==> src/rtl/raster_pkg.sv <==
package raster_pkg;
   typedef enum logic {
      REGION_60 = 1'b0,
      REGION_50 = 1'b1
   } region_e;

   typedef struct packed {
      logic hsync;
      logic hblank;
      logic burst;
   } hflags_t;
endpackage

==> src/rtl/raster_hcount.sv <==
module raster_hcount #(
   parameter int LINE_PIX = 128,
   parameter int COL_W    = 7
) (
   input  logic             clk,
   input  logic             rst_n,
   output logic [COL_W-1:0] col,
   output logic             line_end
);
   localparam logic [COL_W-1:0] COL_LAST = COL_W'(LINE_PIX - 1);

   assign line_end = (col == COL_LAST);

   always_ff @(posedge clk) begin
      if (!rst_n)        col <= '0;
      else if (line_end) col <= '0;
      else               col <= col + 1'b1;
   end
endmodule

==> src/rtl/raster_hdecode.sv <==
module raster_hdecode
   import raster_pkg::*;
#(
   parameter int LINE_PIX    = 128,
   parameter int COL_W       = 7,
   parameter int HS_START    = 112,
   parameter int HS_END      = 121,
   parameter int HB_END      = 7,
   parameter int BURST_START = 122,
   parameter int BURST_END   = 127
) (
   input  logic [COL_W-1:0] col,
   output hflags_t          flags
);
   localparam logic [COL_W-1:0] HS_S = COL_W'(HS_START);
   localparam logic [COL_W-1:0] HS_E = COL_W'(HS_END);
   localparam logic [COL_W-1:0] HB_E = COL_W'(HB_END);
   localparam logic [COL_W-1:0] BU_S = COL_W'(BURST_START);
   localparam logic [COL_W-1:0] BU_E = COL_W'(BURST_END);

   assign flags.hsync = (col >= HS_S) && (col <= HS_E);

   // Blanking either wraps through the end of the line or sits inside it.
   generate
      if (HB_END < HS_START) begin : g_blank_wrap
         assign flags.hblank = (col >= HS_S) || (col <= HB_E);
      end else if (HB_END == LINE_PIX - 1) begin : g_blank_tail
         assign flags.hblank = (col >= HS_S);
      end else begin : g_blank_inner
         assign flags.hblank = (col >= HS_S) && (col <= HB_E);
      end

      if (BURST_END == LINE_PIX - 1) begin : g_burst_tail
         assign flags.burst = (col >= BU_S);
      end else begin : g_burst_inner
         assign flags.burst = (col >= BU_S) && (col <= BU_E);
      end
   endgenerate
endmodule

==> src/rtl/raster_vcount.sv <==
module raster_vcount
   import raster_pkg::*;
#(
   parameter int ROW_W   = 7,
   parameter int SUB_W   = 3,
   parameter int A_LINES = 4,
   parameter int A_FIRST = 0,
   parameter int A_LAST  = 65,
   parameter int A_VS    = 64,
   parameter int B_LINES = 5,
   parameter int B_FIRST = 1,
   parameter int B_LAST  = 64,
   parameter int B_VS    = 64
) (
   input  logic             clk,
   input  logic             rst_n,
   input  logic             line_end,
   input  logic             region_sel,
   output logic [ROW_W-1:0] row,
   output logic [SUB_W-1:0] sub,
   output region_e          region_q,
   output logic             vsync
);
   logic [SUB_W-1:0] sub_last;
   logic [ROW_W-1:0] row_last;
   logic [ROW_W-1:0] vs_first;
   logic [ROW_W-1:0] row_first_nxt;
   logic             row_done;
   logic             frame_done;

   always_comb begin
      if (region_q == REGION_50) begin
         sub_last = SUB_W'(B_LINES - 1);
         row_last = ROW_W'(B_LAST);
         vs_first = ROW_W'(B_VS);
      end else begin
         sub_last = SUB_W'(A_LINES - 1);
         row_last = ROW_W'(A_LAST);
         vs_first = ROW_W'(A_VS);
      end
      row_first_nxt = region_sel ? ROW_W'(B_FIRST) : ROW_W'(A_FIRST);
   end

   assign row_done   = line_end && (sub == sub_last);
   assign frame_done = row_done && (row == row_last);

   always_ff @(posedge clk) begin
      if (!rst_n) begin
         region_q <= REGION_60;
         row      <= ROW_W'(A_FIRST);
         sub      <= '0;
      end else if (frame_done) begin
         region_q <= region_e'(region_sel);
         row      <= row_first_nxt;
         sub      <= '0;
      end else if (row_done) begin
         row      <= row + 1'b1;
         sub      <= '0;
      end else if (line_end) begin
         sub      <= sub + 1'b1;
      end
   end

   assign vsync = (row >= vs_first) && (row <= row_last);
endmodule

==> src/rtl/raster_timing_gen.sv <==
module raster_timing_gen
   import raster_pkg::*;
#(
   parameter int LINE_PIX    = 128,
   parameter int HS_START    = 112,
   parameter int HS_END      = 121,
   parameter int HB_END      = 7,
   parameter int BURST_START = 122,
   parameter int BURST_END   = 127,
   parameter int A_LINES     = 4,
   parameter int A_FIRST     = 0,
   parameter int A_LAST      = 65,
   parameter int A_VS        = 64,
   parameter int B_LINES     = 5,
   parameter int B_FIRST     = 1,
   parameter int B_LAST      = 64,
   parameter int B_VS        = 64
) (
   input  logic       clk,
   input  logic       rst_n,
   input  logic       region_sel,
   output logic [6:0] pix_col,
   output logic [6:0] fb_row,
   output logic [2:0] sub_line,
   output logic       hsync,
   output logic       hblank,
   output logic       burst,
   output logic       vsync,
   output logic       vblank,
   output logic       csync
);
   localparam int COL_W     = $clog2(LINE_PIX);
   localparam int MAX_LINES = (A_LINES > B_LINES) ? A_LINES : B_LINES;
   localparam int MAX_ROW   = (A_LAST > B_LAST) ? A_LAST : B_LAST;
   localparam int ROW_W     = $clog2(MAX_ROW + 1);
   localparam int SUB_W     = $clog2(MAX_LINES);

   // Elaboration-time parameter checks
   generate
      if ((1 << COL_W) != LINE_PIX || COL_W != 7) begin : g_bad_line
         $error("LINE_PIX must be a power of two giving a 7-bit column");
      end
      if (HS_START > HS_END || HS_END >= LINE_PIX) begin : g_bad_hsync
         $error("hsync window must lie inside the line");
      end
      if (BURST_START > BURST_END || BURST_END >= LINE_PIX) begin : g_bad_burst
         $error("burst window must lie inside the line");
      end
      if (MAX_LINES < 2 || SUB_W > 3) begin : g_bad_sub
         $error("lines per row must be 2..8");
      end
      if (ROW_W > 7) begin : g_bad_row
         $error("row count must fit in 7 bits");
      end
      if (A_FIRST > A_VS || A_VS > A_LAST || B_FIRST > B_VS || B_VS > B_LAST) begin : g_bad_rows
         $error("row ranges must satisfy first <= vsync start <= last");
      end
   endgenerate

   logic [COL_W-1:0] col;
   logic             line_end;
   hflags_t          hf;
   logic [ROW_W-1:0] row;
   logic [SUB_W-1:0] sub;
   region_e          region_q;
   logic             vs;

   raster_hcount #(
      .LINE_PIX (LINE_PIX),
      .COL_W    (COL_W)
   ) u_hcount (
      .clk      (clk),
      .rst_n    (rst_n),
      .col      (col),
      .line_end (line_end)
   );

   raster_hdecode #(
      .LINE_PIX    (LINE_PIX),
      .COL_W       (COL_W),
      .HS_START    (HS_START),
      .HS_END      (HS_END),
      .HB_END      (HB_END),
      .BURST_START (BURST_START),
      .BURST_END   (BURST_END)
   ) u_hdecode (
      .col   (col),
      .flags (hf)
   );

   raster_vcount #(
      .ROW_W   (ROW_W),
      .SUB_W   (SUB_W),
      .A_LINES (A_LINES),
      .A_FIRST (A_FIRST),
      .A_LAST  (A_LAST),
      .A_VS    (A_VS),
      .B_LINES (B_LINES),
      .B_FIRST (B_FIRST),
      .B_LAST  (B_LAST),
      .B_VS    (B_VS)
   ) u_vcount (
      .clk        (clk),
      .rst_n      (rst_n),
      .line_end   (line_end),
      .region_sel (region_sel),
      .row        (row),
      .sub        (sub),
      .region_q   (region_q),
      .vsync      (vs)
   );

   assign pix_col  = 7'(col);
   assign fb_row   = 7'(row);
   assign sub_line = 3'(sub);
   assign hsync    = hf.hsync;
   assign hblank   = hf.hblank;
   assign burst    = hf.burst;
   assign vsync    = vs;
   assign vblank   = vs;
   assign csync    = hf.hsync ^ vs;
endmodule

==> config.mk <==
export PLATFORM = sky130hd
export DESIGN_NAME = raster_timing_gen
export DESIGN_NICKNAME = d
export VERILOG_FILES = /design/src/rtl/raster_pkg.sv /design/src/rtl/raster_hcount.sv /design/src/rtl/raster_hdecode.sv /design/src/rtl/raster_vcount.sv /design/src/rtl/raster_timing_gen.sv
export SDC_FILE = /design/constraint.sdc
export NUM_CORES = 1
export LEC_CHECK = 0
export ABC_CLOCK_PERIOD_IN_PS = 1900
export BUFFER_PORTS_ARGS = -buffer_cell sky130_fd_sc_hd__buf_2
export CAP_MARGIN = 30
export CORE_MARGIN = 1
export CORE_UTILIZATION = 51
export CTS_CLUSTER_SIZE = 14
export DETAILED_ROUTE_END_ITERATION = 10
export PLACE_DENSITY_LB_ADDON = 0.05
export SYNTH_ARGS = -nofsm -noshare
export SYNTH_HDL_FRONTEND = slang
export SYNTH_SLANG_ARGS = --single-unit
==> constraint.sdc <==
create_clock -name clk -period 1.9 [get_ports clk]
set_input_delay 0.38 -clock clk [delete_from_list [all_inputs] [get_ports clk]]
set_output_delay 0.38 -clock clk [all_outputs]
set_load 0.01 [all_outputs]
==> results of run 1 <==
layout make-up:
cell class | count | area share, %
clock buffers | 4 | 2.84
inverters | 9 | 2.64
multi-input cells | 86 | 48.2
flip-flops and latches | 18 | 28.5
well taps | 25 | 2.45
repair buffers | 34 | 15.4
where the power goes:
| group | leakage (nW) | internal [mW] | switching, mW |
|---|---|---|---|
| Sequential | 0.147 | 0.383 | 0.00433 |
| Clock | 0.0210 | 0.117 | 0.127 |
| Combinational | 0.385 | 0.0195 | 0.0272 |
cells in the final DEF (no fill, tap or decap), types with 4 or more instances in the layout:
cell type  instances
buf_2             25
dfxtp_1           15
nor2_1            12
nand2_1           12
a21oi_1            8
buf_4              8
inv_1              7
ha_1               6
nand3_1            5
o21ai_0            4
worst paths after layout:
kind                             startpoint                        endpoint  depth (start not counted)
min reg2reg      u_hcount.col[0]$_SDFF_PP0_      u_hcount.col[0]$_SDFF_PP0_                          2
min                              region_sel  u_vcount.region_q$_SDFFE_PN0P_                          3
max reg2reg  u_vcount.region_q$_SDFFE_PN0P_    u_vcount.row[5]$_SDFFE_PN0P_                          5
max            u_vcount.row[0]$_SDFFE_PN0P_                           csync                          6
worst max-delay path, cell delays in order (launching register included):
cell,delay [ns]
dfxtp_2,0.35
inv_2,0.05
ha_4,0.26
nor2_1,0.03
and4bb_2,0.32
xor2_1,0.14
buf_2,0.14
flip-flops by register name, indices dropped and copies added, names as in the netlist:
signal and count:
u_hcount.col 7, u_vcount.row 7, u_vcount.sub 3, u_vcount.region_q 1
through the flow:
stage	setup TNS (ns)	hold slack, ns	utilization (%)	setup WS, ns	std cells
floorplan	0	0.495	-	0.0797	117
global placement	0	0.498	65.7	0.206	168
detailed placement	0	0.517	65.7	0.178	168
CTS	-0.0685	0.355	70.2	-0.0685	176
global route	-0.166	0.377	71.0	-0.164	176
finish	-0.0742	0.363	71.0	-0.0742	176
cell families (layout without fill, tap and decap cells):
kind of cell               Yosys count  count (layout)  synth area share, %
AOI/OAI and AO/OA                   22              22                 14.6
xor gates and xnor gates             6               6                 5.17
buffers and inverters               13              47                 6.03
DFF                                 18              18                 35.4
adders and majority gates            7               7                 8.61
and+or+nand+nor                     50              50                 29.1
muxes                                1               1                0.984
per-layer routing:
layer | vias up | GRT usage (%) | share of wire (%)
met4 | 0 | 12.6 | 2.0
li1 | 485 | - | -
met5 | - | 0 | 0
met2 | 18 | 33.6 | 45
met1 | 436 | 32.6 | 49
met3 | 7 | 6.27 | 3.5
timing repair:
action | in CTS | in global routing
endpoints found under the setup margin | 3 | 5
pin swaps | 4 | 2
buffers inserted | 4 | 0
gates cloned | 0 | 0
resized for setup | 5 | 3
==> impl_metrics.yaml, run 1 <==
sta:
  report.final.slew_viol_count: 0
  hold_viol: 0
  rsz0062_at_grt: "yes"
  fin_skew_ns: 0.00224
  finalCriticalPeriod_ns: 1.97
  setup_viol: 1
  max_freq_ghz: 0.507
  setup_slack_ns: -0.0742
  worst_slew_pin_slew_ns: 0.422
  finalCritPeriodShare_pct: 104
  slew_headroom_pct: 71.8
floorplanning:
  io_pins: 26
  die_w_um: 46.7
  core_um2: 1800
  die_area_um2: 2180
  num_rows: 15
  initial_core_util_pct: 56.5
  dieHeight_um: 46.7
finish:
  final_area_um2: 1280
  seq_area_um2: 364
  fillerInstances: 161
  design.final.nets: 162
  multiInputGateArea_um2: 617
  area.growth.synth_to_final_pct: 25.7
  n_antenna_cell: 0
  drive_gt1_share_pct: 34.4
clock_network:
  cts_buffers: 3
  cts_tree: "done"
  cts_root_buf: "clkbuf_4"
  clk_pin_slew_worst_paths_ns: 0.11
  hold_buffers: 0
  htree_levels: 1
  clock-sinks: 18
  clock_latency_ns: 0.30
  clockBufferDepth: 2
logic_synthesis:
  synth-seq-cells: 18
  synth_cell_types: 37
  synth_ff_type: "dfxtp_1"
  yosys_warnings: 0
  yosysSeqAreaShare_pct: 35.4
  syn_nets: 127
  syn_avg_cell_area_um2: 8.69
  yosys-top-cells-area: "dfxtp_1 (35%), ha_1 (8.6%), nand2_1 (4.4%)"
  synthArstFlopShare_pct: 0
  synth.top_cell.area_share_pct: 35.4
  synth_common_cells: "dfxtp_1 (18), nand2_1 (12), nor2_1 (12)"
  synth_area_leader_cell: "dfxtp_1"
  yosysMostFrequentCell: "dfxtp_1"
  synth-edff-count: 0
  synth_area_um2: 1020
  netlist_instances: 117
run:
  max_cap_viol_count: 0
routing:
  via_per_inst: 5.38
  totalWireLength_mm: 2.21
  drcViolationCount: 0
  drt-initial-drc-count: 24
  wl_per_cell_um: 12.6
  dr.pass1.iters: 4
  drt.antenna.violating_nets: 0
  vias: 946
critical_path:
  worstPathRequired_ns: 1.52
  cp_max_fo: 3
  end_kind: "primary output"
  crit_path_start_kind: "flop"
  reg2reg_slack_ns: 0.17
  cp.arrival_ns: 1.59
  path_class: "reg2out"
global_routing:
  grt_antenna_before_repair: 0
  grt_pass1_vias: 826
  grt_pass1_wl_mm: 3.62
  grt.total_usage_pct: 23.8
  overflow: 0
  grt_max_degree: 15
pwr:
  peakVddDrop_mv: 0.320
  p_per_area_nw_per_um2: 530
  p_leak_nw: 0.553
  total_power_mw: 0.678
place:
  portBuffers: 25
  place_hpwl_mm: 1.55
  dpl_cell_area_um2: 1180
  gp_congestion: 0.767
outcome:
  violations: "negative setup slack"
  outcome: "finished with violations"
min_path:
  hold_class: "in2reg"
(Power assumes the default switching activity.)
==> inputs of run 2 (changes only) <==
- SYNTH_HIERARCHICAL: default -> 1
==> run 2 against run 1 <==
The flow now finishes without violations. Largest cell class unchanged. Total power decreased by 3.5%. Setup slack better by 0.10 ns. Maximum frequency grew 5.3%. Flip-flop and latch count did not move. Clock power shrank 3%. Cell count fell by 8.5%. Sequential share of layout area up 2.2 points. Die area is 1.5% lower. Register-to-register slack about the same. Global-route usage fell by 1.1 points.
==> impl_metrics.yaml, run 2 <==
critical_path:
  setup.worst_path.end: "csync"
  reg2reg_slack_ns: 0.18
  reg2reg_depth: 7
  worstPathRequired_ns: 1.52
  crit_start: "u_vcount/region_q$_SDFFE_PN0N_"
  cp_max_fo: 3
  r2r-start: "u_hcount/col[0]$_SDFF_PP0_"
  end_kind: "primary output"
  crit_path_start_kind: "flop"
  r2r-end: "u_vcount/row[5]$_SDFFE_PN0P_"
  cp.arrival_ns: 1.49
  path_class: "reg2out"
finish:
  final_area_um2: 1200
  area.growth.synth_to_final_pct: 20.1
  layout_commonest_cell: "buf_2"
  fillerInstances: 153
  design.final.nets: 145
  final_cell_mix: "buf_2 (25), nor2_1 (13), dfxtp_1 (13)"
  n_antenna_cell: 0
  reg_top3: "u_hcount/col: 7 flops, u_vcount/row: 7 flops, u_vcount/sub: 3 flops"
  finalNonFillerCells: 161
  utilization_pct: 67.4
  drive_gt1_share_pct: 33.8
routing:
  wl_per_cell_um: 12.9
  via_per_inst: 5.61
  dr.pass1.iters: 5
  vias: 903
  totalWireLength_mm: 2.08
  drt.antenna.violating_nets: 0
  drcViolationCount: 0
  drt-initial-drc-count: 24
sta:
  hold_viol: 0
  finalCritPeriodShare_pct: 98.7
  fin_skew_ns: 0.00232
  max_freq_ghz: 0.533
  finalCriticalPeriod_ns: 1.87
  holdWs_ns: 0.333
  setup_viol: 0
  tns_ns: 0
  worst_slew_pin_slew_ns: 0.562
  rsz0062_at_grt: "yes"
  slew_headroom_pct: 62.1
  report.final.slew_viol_count: 0
  setup_slack_ns: 0.0255
logic_synthesis:
  netlist_instances: 108
  synth_top_family_by_area: "simple AND/OR/NAND/NOR gates"
  synth_cell_types: 33
  synth-edff-count: 0
  synthArstFlopShare_pct: 0
  synth-seq-cells: 18
  synth-simple-area-share_pct: 26.0
  synth_area_um2: 1000
  synth-compound-area-share_pct: 16.8
  yosys_warnings: 6
  syn_nets: 116
  synth_fa_ha_area_share_pct: 6.25
  synth_ff_type: "dfxtp_1"
  yosys-top-cells-area: "dfxtp_1 (36%), xor2_1 (7.0%), ha_1 (6.3%)"
  synthMuxAreaShare_pct: 1.00
  syn_avg_cell_area_um2: 9.27
  synth.top_cell.area_share_pct: 36.0
  yosysMostFrequentCell: "dfxtp_1"
  synth_common_cells: "dfxtp_1 (18), nor2_1 (13), xor2_1 (8)"
  synthXorXnorAreaFrac_pct: 7.87
  yosysSeqAreaShare_pct: 36.0
  synth_area_leader_cell: "dfxtp_1"
clock_network:
  cts_tree: "done"
  clock_latency_ns: 0.31
  clock-sinks: 18
  clockBufferDepth: 2
  cts_root_buf: "clkbuf_4"
  htree_levels: 1
  clk_pin_slew_worst_paths_ns: 0.09
  cts_buffers: 3
global_routing:
  grt_antenna_before_repair: 0
  grt_max_degree: 11
  grt_pass1_vias: 783
  overflow: 0
  grt.total_usage_pct: 22.7
  grt_pass1_wl_mm: 3.46
place:
  place_hpwl_mm: 1.47
  dp_cells: 154
  gp_congestion: 0.848
  portBuffers: 25
  dpl_cell_area_um2: 1120
  dp_slack_ns: 0.153
pwr:
  p_leak_nw: 0.559
  peakVddDrop_mv: 0.378
  p_per_area_nw_per_um2: 544
  total_power_mw: 0.654
floorplanning:
  core_um2: 1780
  die_area_um2: 2140
  initial_core_util_pct: 56.1
  dieHeight_um: 46.3
  num_rows: 15
  die_w_um: 46.3
  io_pins: 26
min_path:
  hold_class: "in2reg"
outcome:
  outcome: "complete, no violations"
run:
  max_cap_viol_count: 0
==> run 2: cell families after synthesis <==
kind of cell	after synthesis
AO/OA/AOI/OAI	22
XOR/XNOR	9
adder cells (fa/ha/maj)	5
buffers and inverters	10
flip-flops	18
multiplexers	1
AND/OR/NAND/NOR	43
==> run 2: report_power, final <==
| part | internal [mW] | total, mW | switching [mW] |
|---|---|---|---|
| logic | 0.0123 | 0.0310 | 0.0186 |
| registers | 0.381 | 0.386 | 0.00560 |
| clock network | 0.117 | 0.237 | 0.119 |
==> run 2: worst min-delay path by stage <==
stage | from | endpoint | slack (ns) | cells after the start
final | region_sel | u_vcount/region_q$_SDFFE_PN0N_ | 0.33 | 3
after global routing | region_sel | u_vcount/region_q$_SDFFE_PN0N_ | 0.37 | 3
after CTS | region_sel | u_vcount/region_q$_SDFFE_PN0N_ | 0.33 | 3
after detailed placement | u_hcount/col[0]$_SDFF_PP0_ | u_hcount/col[0]$_SDFF_PP0_ | 0.46 | 1
after global placement | u_hcount/col[0]$_SDFF_PP0_ | u_hcount/col[0]$_SDFF_PP0_ | 0.44 | 1
after floorplan | u_hcount/col[0]$_SDFF_PP0_ | u_hcount/col[0]$_SDFF_PP0_ | 0.47 | 1
==> run 2: metal layers <==
layer  vias up  track usage [%]  share of wire (%)
li1        439                -                  -
met1       423             31.4                 48
met2        34             34.2                 44
met3         7             5.88                6.1
met4         0             7.06                2.0
met5         -                0                  0
==> run 2: critical path, stage by stage (launching register included) <==
cell,delay [ns]
dfxtp_2,0.34
inv_1,0.07
ha_4,0.24
o211a_1,0.24
xor2_1,0.16
buf_2,0.14
==> run 2: cell type report <==
type	instances	area [um^2]	share of cell area [%]
clock buffers	4	36.3	3.02
inverters	5	18.8	1.56
multi-input cells	80	592	49.2
flip-flops and latches	18	369	30.7
well taps	25	31.3	2.60
repair buffers	29	155	12.9
==> run 2: timing repair <==
item / 4_1_cts / 5_1_grt
setup endpoints to repair: 3 / 1
hold buffers: 0 / 0
pin swaps: 2 / 2
setup buffers: 3 / 0
resized for setup: 7 / 1
